==> config.mk <==
export PLATFORM = sky130hd
export DESIGN_NAME = hs_event_engine
export DESIGN_NICKNAME = d
export VERILOG_FILES = /design/src/rtl/hs_event_pkg.sv /design/src/rtl/hs_in_port.sv /design/src/rtl/hs_out_port.sv /design/src/rtl/hs_state_bit.sv /design/src/rtl/hs_event_chain.sv /design/src/rtl/hs_event_engine.sv
export SDC_FILE = /design/constraint.sdc
export NUM_CORES = 1
export LEC_CHECK = 0
export BUFFER_PORTS_ARGS = -buffer_cell sky130_fd_sc_hd__buf_4
export CAP_MARGIN = 20
export CORE_UTILIZATION = 46
export DETAILED_ROUTE_END_ITERATION = 16
export PLACE_DENSITY = 0.83
export SYNTH_ARGS = -nofsm -noshare
export SYNTH_HDL_FRONTEND = slang
export SYNTH_HIERARCHICAL = 1
export SYNTH_SLANG_ARGS = --single-unit
==> constraint.sdc <==
create_clock -name clk -period 2.3 [get_ports clk]
set_input_delay 0.23 -clock clk [delete_from_list [all_inputs] [get_ports clk]]
set_output_delay 0.23 -clock clk [all_outputs]
set_load 0.02 [all_outputs]
==> src/rtl/hs_event_pkg.sv <==
package hs_event_pkg;
  localparam int unsigned NUM_IN = 2;
  localparam int unsigned IN_A   = 0;
  localparam int unsigned IN_B   = 1;

  typedef enum logic [1:0] {
    EV_NONE   = 2'd0,
    EV_FWD_A  = 2'd1,
    EV_TAKE_B = 2'd2
  } ev_sel_e;
endpackage

==> src/rtl/hs_in_port.sv <==
module hs_in_port #(
  parameter bit RESET_ACK = 1'b1
) (
  input  logic clk,
  input  logic rst_n,
  input  logic req,
  input  logic take,
  output logic ack,
  output logic ready
);
  logic ack_q, ack_nxt, ack_en;

  always_comb begin
    ack_nxt = ack_q;
    if (take)
      ack_nxt = 1'b1;
    else if (!req && ack_q)
      ack_nxt = 1'b0;
    ack_en = (ack_nxt != ack_q);
  end

  always_ff @(posedge clk or negedge rst_n) begin
    if (!rst_n)
      ack_q <= RESET_ACK;
    else if (ack_en)
      ack_q <= ack_nxt;
  end

  assign ack   = ack_q;
  assign ready = req && !ack_q;
endmodule

==> src/rtl/hs_out_port.sv <==
module hs_out_port #(
  parameter int unsigned DATA_W    = 32,
  parameter bit          KEEP_DATA = 1'b0
) (
  input  logic              clk,
  input  logic              rst_n,
  input  logic              emit,
  input  logic [DATA_W-1:0] din,
  input  logic              ack,
  output logic              req,
  output logic [DATA_W-1:0] data,
  output logic              free
);
  logic              req_q, req_nxt, req_en;
  logic [DATA_W-1:0] data_q, data_nxt;
  logic              data_en;
  logic              done;

  assign done = req_q && ack;

  always_comb begin
    req_nxt  = req_q;
    data_nxt = data_q;
    data_en  = 1'b0;
    if (emit) begin
      req_nxt  = 1'b1;
      data_nxt = din;
      data_en  = 1'b1;
    end else if (done) begin
      req_nxt = 1'b0;
      if (!KEEP_DATA) begin
        data_nxt = '0;
        data_en  = 1'b1;
      end
    end
    req_en = (req_nxt != req_q);
  end

  always_ff @(posedge clk or negedge rst_n) begin
    if (!rst_n)
      req_q <= 1'b0;
    else if (req_en)
      req_q <= req_nxt;
  end

  always_ff @(posedge clk or negedge rst_n) begin
    if (!rst_n)
      data_q <= '0;
    else if (data_en)
      data_q <= data_nxt;
  end

  assign req  = req_q;
  assign data = data_q;
  assign free = !req_q && !ack;
endmodule

==> src/rtl/hs_state_bit.sv <==
module hs_state_bit #(
  parameter bit INIT_FULL = 1'b0
) (
  input  logic clk,
  input  logic rst_n,
  input  logic fill,
  input  logic drain,
  output logic full
);
  logic full_q, full_nxt, full_en;

  always_comb begin
    full_nxt = full_q;
    if (fill)
      full_nxt = 1'b1;
    else if (drain)
      full_nxt = 1'b0;
    full_en = (full_nxt != full_q);
  end

  always_ff @(posedge clk or negedge rst_n) begin
    if (!rst_n)
      full_q <= INIT_FULL;
    else if (full_en)
      full_q <= full_nxt;
  end

  assign full = full_q;
endmodule

==> src/rtl/hs_event_chain.sv <==
module hs_event_chain
  import hs_event_pkg::*;
(
  input  logic [NUM_IN-1:0] in_ready,
  input  logic              out_free,
  input  logic              flag_full,
  output ev_sel_e           sel
);
  // First match wins; later entries are only tested when earlier ones fail.
  always_comb begin
    if (in_ready[IN_A] && out_free && !flag_full)
      sel = EV_FWD_A;
    else if (in_ready[IN_B] && flag_full)
      sel = EV_TAKE_B;
    else
      sel = EV_NONE;
  end
endmodule

==> src/rtl/hs_event_engine.sv <==
module hs_event_engine
  import hs_event_pkg::*;
#(
  parameter int unsigned DATA_W    = 32,
  parameter bit          INIT_FULL = 1'b0,
  parameter bit          KEEP_DATA = 1'b0
) (
  input  logic              clk,
  input  logic              rst_n,
  input  logic              a_req,
  input  logic [DATA_W-1:0] a_data,
  output logic              a_ack,
  input  logic              b_req,
  output logic              b_ack,
  output logic              out_req,
  output logic [DATA_W-1:0] out_data,
  input  logic              out_ack
);
  logic [NUM_IN-1:0] in_req, in_ack, in_ready, in_take;
  logic              out_free, emit, fill, drain, flag_full;
  ev_sel_e           sel;

  assign in_req[IN_A] = a_req;
  assign in_req[IN_B] = b_req;

  for (genvar gi = 0; gi < NUM_IN; gi++) begin : g_in
    hs_in_port #(.RESET_ACK(1'b1)) u_in (
      .clk   (clk),
      .rst_n (rst_n),
      .req   (in_req[gi]),
      .take  (in_take[gi]),
      .ack   (in_ack[gi]),
      .ready (in_ready[gi])
    );
  end

  hs_event_chain u_chain (
    .in_ready  (in_ready),
    .out_free  (out_free),
    .flag_full (flag_full),
    .sel       (sel)
  );

  always_comb begin
    in_take = '0;
    emit    = 1'b0;
    fill    = 1'b0;
    drain   = 1'b0;
    unique case (sel)
      EV_FWD_A: begin
        in_take[IN_A] = 1'b1;
        emit          = 1'b1;
        fill          = 1'b1;
      end
      EV_TAKE_B: begin
        in_take[IN_B] = 1'b1;
        drain         = 1'b1;
      end
      default: ;
    endcase
  end

  hs_out_port #(.DATA_W(DATA_W), .KEEP_DATA(KEEP_DATA)) u_out (
    .clk   (clk),
    .rst_n (rst_n),
    .emit  (emit),
    .din   (a_data),
    .ack   (out_ack),
    .req   (out_req),
    .data  (out_data),
    .free  (out_free)
  );

  hs_state_bit #(.INIT_FULL(INIT_FULL)) u_flag (
    .clk   (clk),
    .rst_n (rst_n),
    .fill  (fill),
    .drain (drain),
    .full  (flag_full)
  );

  assign a_ack = in_ack[IN_A];
  assign b_ack = in_ack[IN_B];
endmodule

; ---- Word-level counts from Yosys, hierarchy flattened
; Index checks and enable logic that the tools add are counted.
[totals]
ff_bits = 36
inputBits = 37
output_inout_bits = 35
[op_classes]
n_eq_ne = 6
muxes = 16
n_reduce_logical = 18
[op_table]
columns = op, count
row1 = 32-bit two-way mux, 2
row2 = 1-bit two-way mux, 12
row3 = 1-bit logical AND, 9
row4 = 1-bit logical NOT, 7
row5 = 2-bit two-way mux, 2
row6 = 1-bit inequality test, 4
row7 = 2-bit by 1-bit == test with 1-bit output (second input constant), 1
row8 = 2-bit == test (second input constant), 1
row9 = 2-bit AND reduction, 1
row10 = 2-bit nonzero test, 1

; ---- Logic depth before layout (Yosys ltp)
[logic_depth]
depth_word = 10
ltp_mapped = 7
depth_no_buf = 5

; ---- Hierarchy
; The synthesis kept the hierarchy.
[by_module_without_submodules]
columns = mod, instances, cells_per_inst, area_each_um2
row1 = hs_out_port, 1, 111, 1410.1
row2 = hs_in_port, 2, 3, 40.0
row3 = hs_state_bit, 1, 3, 36.3
row4 = hs_event_chain, 1, 2, 16.3
row5 = hs_event_engine, 1, 2, 15.0

; ---- Worst setup path before layout
; Ideal clock, no wire load.
[synth_path]
path_type = register -> register
start = register g_in[1].u_in.ack_q
end = register u_out.data_q[1] (netlist: u_out/data[1])
arrival_ns = 1.595
required_ns = 2.179
path_slack_ns = 0.584
stages_incl_launch_ff = 7
n_path_buf = 1
synth_period_minus_slack_ns = 1.716
cell_sequence = dfstp_2 nor2b_1 and2_2 nor2b_1 buf_2 and2b_1 a22o_1
[synth_between]
elab_chain_len = 9
elab_cells_between_ends = 11
cone_classes = eq/ne (1) / mux (5) / reduce/logical (5)
[synth_lines]
columns = item, line
row1 = "start, declared", hs_in_port.sv:11  ; logic ack_q, ack_nxt, ack_en;
row2 = "start signal, assigned", hs_in_port.sv:26  ; ack_q <= ack_nxt;
row3 = 1-bit logical NOT (*), hs_in_port.sv:30  ; assign ready = req && !ack_q;
row4 = 1-bit logical AND (*), hs_in_port.sv:30
row5 = via in_ready[1], hs_event_engine.sv:19  ; logic [NUM_IN-1:0] in_req, in_ack, in_ready, in_take;
row6 = 1-bit logical AND (*), hs_event_chain.sv:13  ; else if (in_ready[IN_B] && flag_full)
row7 = 2-bit two-way mux (*), hs_event_chain.sv:13
row8 = 2-bit two-way mux (*), hs_event_chain.sv:11  ; if (in_ready[IN_A] && out_free && !flag_full)
row9 = via sel[1], hs_event_engine.sv:21  ; ev_sel_e sel;
row10 = 2-bit by 1-bit == test with 1-bit output (*), hs_event_engine.sv:49  ; unique case (sel)
row11 = 1-bit two-way mux (*), hs_event_engine.sv:49
row12 = via emit, hs_event_engine.sv:20  ; logic out_free, emit, fill, drain, flag_full;
row13 = 2-bit nonzero test (no source line) or 1-bit two-way mux (tied branches), -
row14 = 2-bit AND reduction (no source line), -
row15 = "end signal, assigned", hs_out_port.sv:50  ; data_q <= data_nxt;
row16 = "end, declared", hs_out_port.sv:15  ; logic [DATA_W-1:0] data_q, data_nxt;
; The timed path passes the listed nets; every way through them passes the cells marked *.
; A chain may end at the register's enable or synchronous reset.

; ---- Worst setup path in the final report
[layout_path]
start = register u_out.req_q (netlist: u_out/req)
end = register u_out.data_q[23] (netlist: u_out/data[23])
[layout_between]
elab_chain_len = 9
elab_cells_between_ends = 13
cone_classes = eq/ne (1) / mux (5) / reduce/logical (7)
[layout_lines]
columns = item, line
row1 = "start, declared", hs_out_port.sv:14  ; logic req_q, req_nxt, req_en;
row2 = "start signal, assigned", hs_out_port.sv:43  ; req_q <= req_nxt;
row3 = 1-bit logical NOT (*), hs_out_port.sv:55  ; assign free = !req_q && !ack;
row4 = 1-bit logical AND (*), hs_out_port.sv:55
row5 = via out_free, hs_event_engine.sv:20
row6 = 1-bit logical AND (*) (2 in series), hs_event_chain.sv:11
row7 = 2-bit two-way mux (*), hs_event_chain.sv:11
row8 = via sel[0], hs_event_engine.sv:21
row9 = 2-bit by 1-bit == test with 1-bit output (*), hs_event_engine.sv:49
row10 = 1-bit two-way mux (*), hs_event_engine.sv:49
row11 = via emit, hs_event_engine.sv:20
row12 = 2-bit nonzero test (no source line) or 1-bit two-way mux (tied branches), -
row13 = 2-bit AND reduction (no source line), -
; Marked as above.

==> impl_results.md <==
* Outcome: complete, no violations
* LEAKAGE at roughly 1.2 nW
* CP max stage delay at 0.42 ns
* Reg2Reg Depth at 6
* Hold depth at 2
* DRC viols at 0
* Yosys cell types at 14
* MaxCap Viol Count at 0
* Cell Rows at 20
* Final hold slack at 0.102 ns
* Final antenna-violating net count at 0
* Sequential element share of the synthesized area at between 50% and 60%
* Global-route wire length before repair at roughly 5.4 mm
* HPWL Detailed at 2.46 mm
* Clock Sinks at 36
* Mapped Avg Cell Area at about 13 µm²
* Cell count along the critical path at 6
* Worst Tran Pin Value at 0.439 ns
* Critical Path Start: u_out/req$_DFFE_PN0P_
* Hold Vio Cnt, Final at 0
* R2r startpoint: u_out/req$_DFFE_PN0P_
* Final max-slew violation count at 0
* Vias in the first global route at roughly 1.1k
* Clock Tree Root: clkbuf_4
* Routed len/inst at 14.5 µm
* Critical Path AT at 2.06 ns
* 1st-iter DRT viols at 35
* Starting density of the core at ~50%
* RD Place Congestion at between 0.7 and 0.8
* Number of antenna violations at the first check in global routing at 0
* Ant. Diodes at 0
* Ys Warns at 6
* CP top delay family: simple AND/OR/NAND/NOR gates
* Hold crit path type: in -> reg
* CP max stage cell: dfrtp_1
* Detailed-route wire length at approximately 3.5 mm
* Die Y at 60.2 µm
* Total track usage at 21.0%
* Peak VDD IR at approximately 610 µV
* CTS Buffer Depth at 2
* PD cells at roughly 1300 nW/µm²
* Worst Setup Path Type: reg -> reg
* Setup TNS Final at 0 ns
* Post-cts sizing count at 0
* Num CTS Buffers at 5
* Fmax at roughly 550 MHz
* CP max FO at 56
* Seq cells post-synth at 36
* CP Buf/Inv Count at 1
* Core area at about 3100 µm²
* TritonRoute pass-1 iters at 4
* Die W at between 60 and 70 µm
* Htree depth at 2
* Share of cells above drive strength 1 at between 40 and 50%
* Port bufs at between 70 and 80
* Final period utilization at between 70% and 80%
* Vias post-DR at around 1.2k
* Post-synthesis cell area at 1560 µm²
* Critical Path End Type: flip-flop
* Syn_nets at about 160
* P&R area growth vs syn at 38.6%
* Clk_skew at between 0.01 and 0.015 ns
* Critical Path, Cell by Cell: nor2_1 -> and3b_1 -> nor2b_4 -> buf_12 -> and2b_1 -> a22o_1
* Overflow after GRT at 0
* Clock-pin slew on the worst setup and hold paths at around 0.10 ns
* Final setup violation count at 0
* Worst-skew pair later-pin latency at between 0.3 and 0.4 ns
* Crit path time final at around 1.8 ns
* RSZ-0062 raised after global routing: no
* Critical hold path startpoint: a_req
* Setup bufs post-CTS at 0
* DIE AREA at roughly 3600 µm²
* Post-DR vias/cell at between 4 and 5
* CTS tree: done
* Largest net degree at the start of global routing at 57
* I/O pins at 72
* Slew headroom at between 70 and 80%
* Cells after synthesis at between 100 and 150
* Crit start category: flip-flop
* Worst EP required at roughly 2.5 ns
* Post-layout nets at ~230
==> through the flow <==
step	worst slack [ns]	area, µm²	power [mW]	util [%]	instances
after floorplan	0.584	1560	1.95	-	124
final	0.470	2160	2.82	69.0	240
after global placement	0.535	2100	2.48	67.1	231
after CTS	0.452	2160	2.85	69.0	240
after detailed placement	0.462	2100	2.53	67.1	231
after global routing	0.369	2160	2.99	69.0	240
==> state kept, by name, summed over array words and instances, names as in the netlist <==
name           flops
u_out/data        32
u_flag/full        1
g_in.u_in/ack      2
u_out/req          1
==> metal layers <==
layer  up-vias  wire (µm)  track usage (%)  part of all wire, %
li1        576          -                -                    -
met1       563       1460             27.0                   42
met2        49       1680             32.0                   48
met3         6        283             6.49                  8.1
met4         0         65             9.97                  1.9
met5         -          0                0                    0
==> path summary, 6_finish.rpt <==
path / end / slack (ns)
worst max-delay path: u_out/data[23]$_DFFE_PN0P_ / 0.47
worst min register to register: u_flag/full$_DFFE_PN0P_ / 0.50
max in group asynchronous: g_in[1].u_in/ack$_DFFE_PN1P_ / 1.57
min in group asynchronous: u_out/data[31]$_DFFE_PN0P_ / 0.39
worst max register to register: u_out/data[23]$_DFFE_PN0P_ / 0.47
worst min-delay path: g_in[0].u_in/ack$_DFFE_PN1P_ / 0.10
==> cells by family after synthesis <==
kind of cell / synth area share (%)
compound gates: 19.9
flops: 58.0
simple gates: 16.4
buf+inv: 5.70
==> timing repair <==
action	CTS	global route
hold endpoints to repair	34	0
endpoints found under the setup margin	0	0
hold buffers	1	0
==> report_power, final <==
| group | switching (mW) | total [mW] | internal, mW |
|---|---|---|---|
| sequential | 0.154 | 1.07 | 0.918 |
| combinational | 0.713 | 1.44 | 0.731 |
| clock | 0.190 | 0.309 | 0.119 |
==> placed cells by master, fill, tap and decap left out <==
cell	instances
buf_4	72
dfrtp_1	34
a22o_1	32
nor2b_1	31
clkbuf_4	5
a21o_1	4
and2b_1	3
clkbuf_1	2
dfstp_2	2
inv_1	2
nor2b_4	1
and2b_2	1
clkinv_2	1
dlygate4sd3_1	1
and2_2	1
and3b_1	1
nor2_1	1
nand2_1	1
buf_12	1
==> cell usage after synthesis, drive strengths merged <==
master | count | share of area, %
nand2 | 1 | 0.24
dfstp | 2 | 3.4
and2 | 1 | 0.48
nor2b | 32 | 13
a21o | 4 | 1.9
buf | 10 | 5.2
nor2 | 1 | 0.24
and2b | 4 | 2.0
dfrtp | 34 | 55
inv | 2 | 0.48
a22o | 32 | 18
and3b | 1 | 0.56
==> final cells by class <==
class	instances	area, µm²
clock buffers	7	45.0
clock inverters	1	5.00
fillers	269	968
inverters	2	7.51
multi-input cells	76	573
flip-flops and latches	36	903
well taps	44	55.1
repair buffers	74	571
No activity file was read; power rests on OpenSTA's default activity.
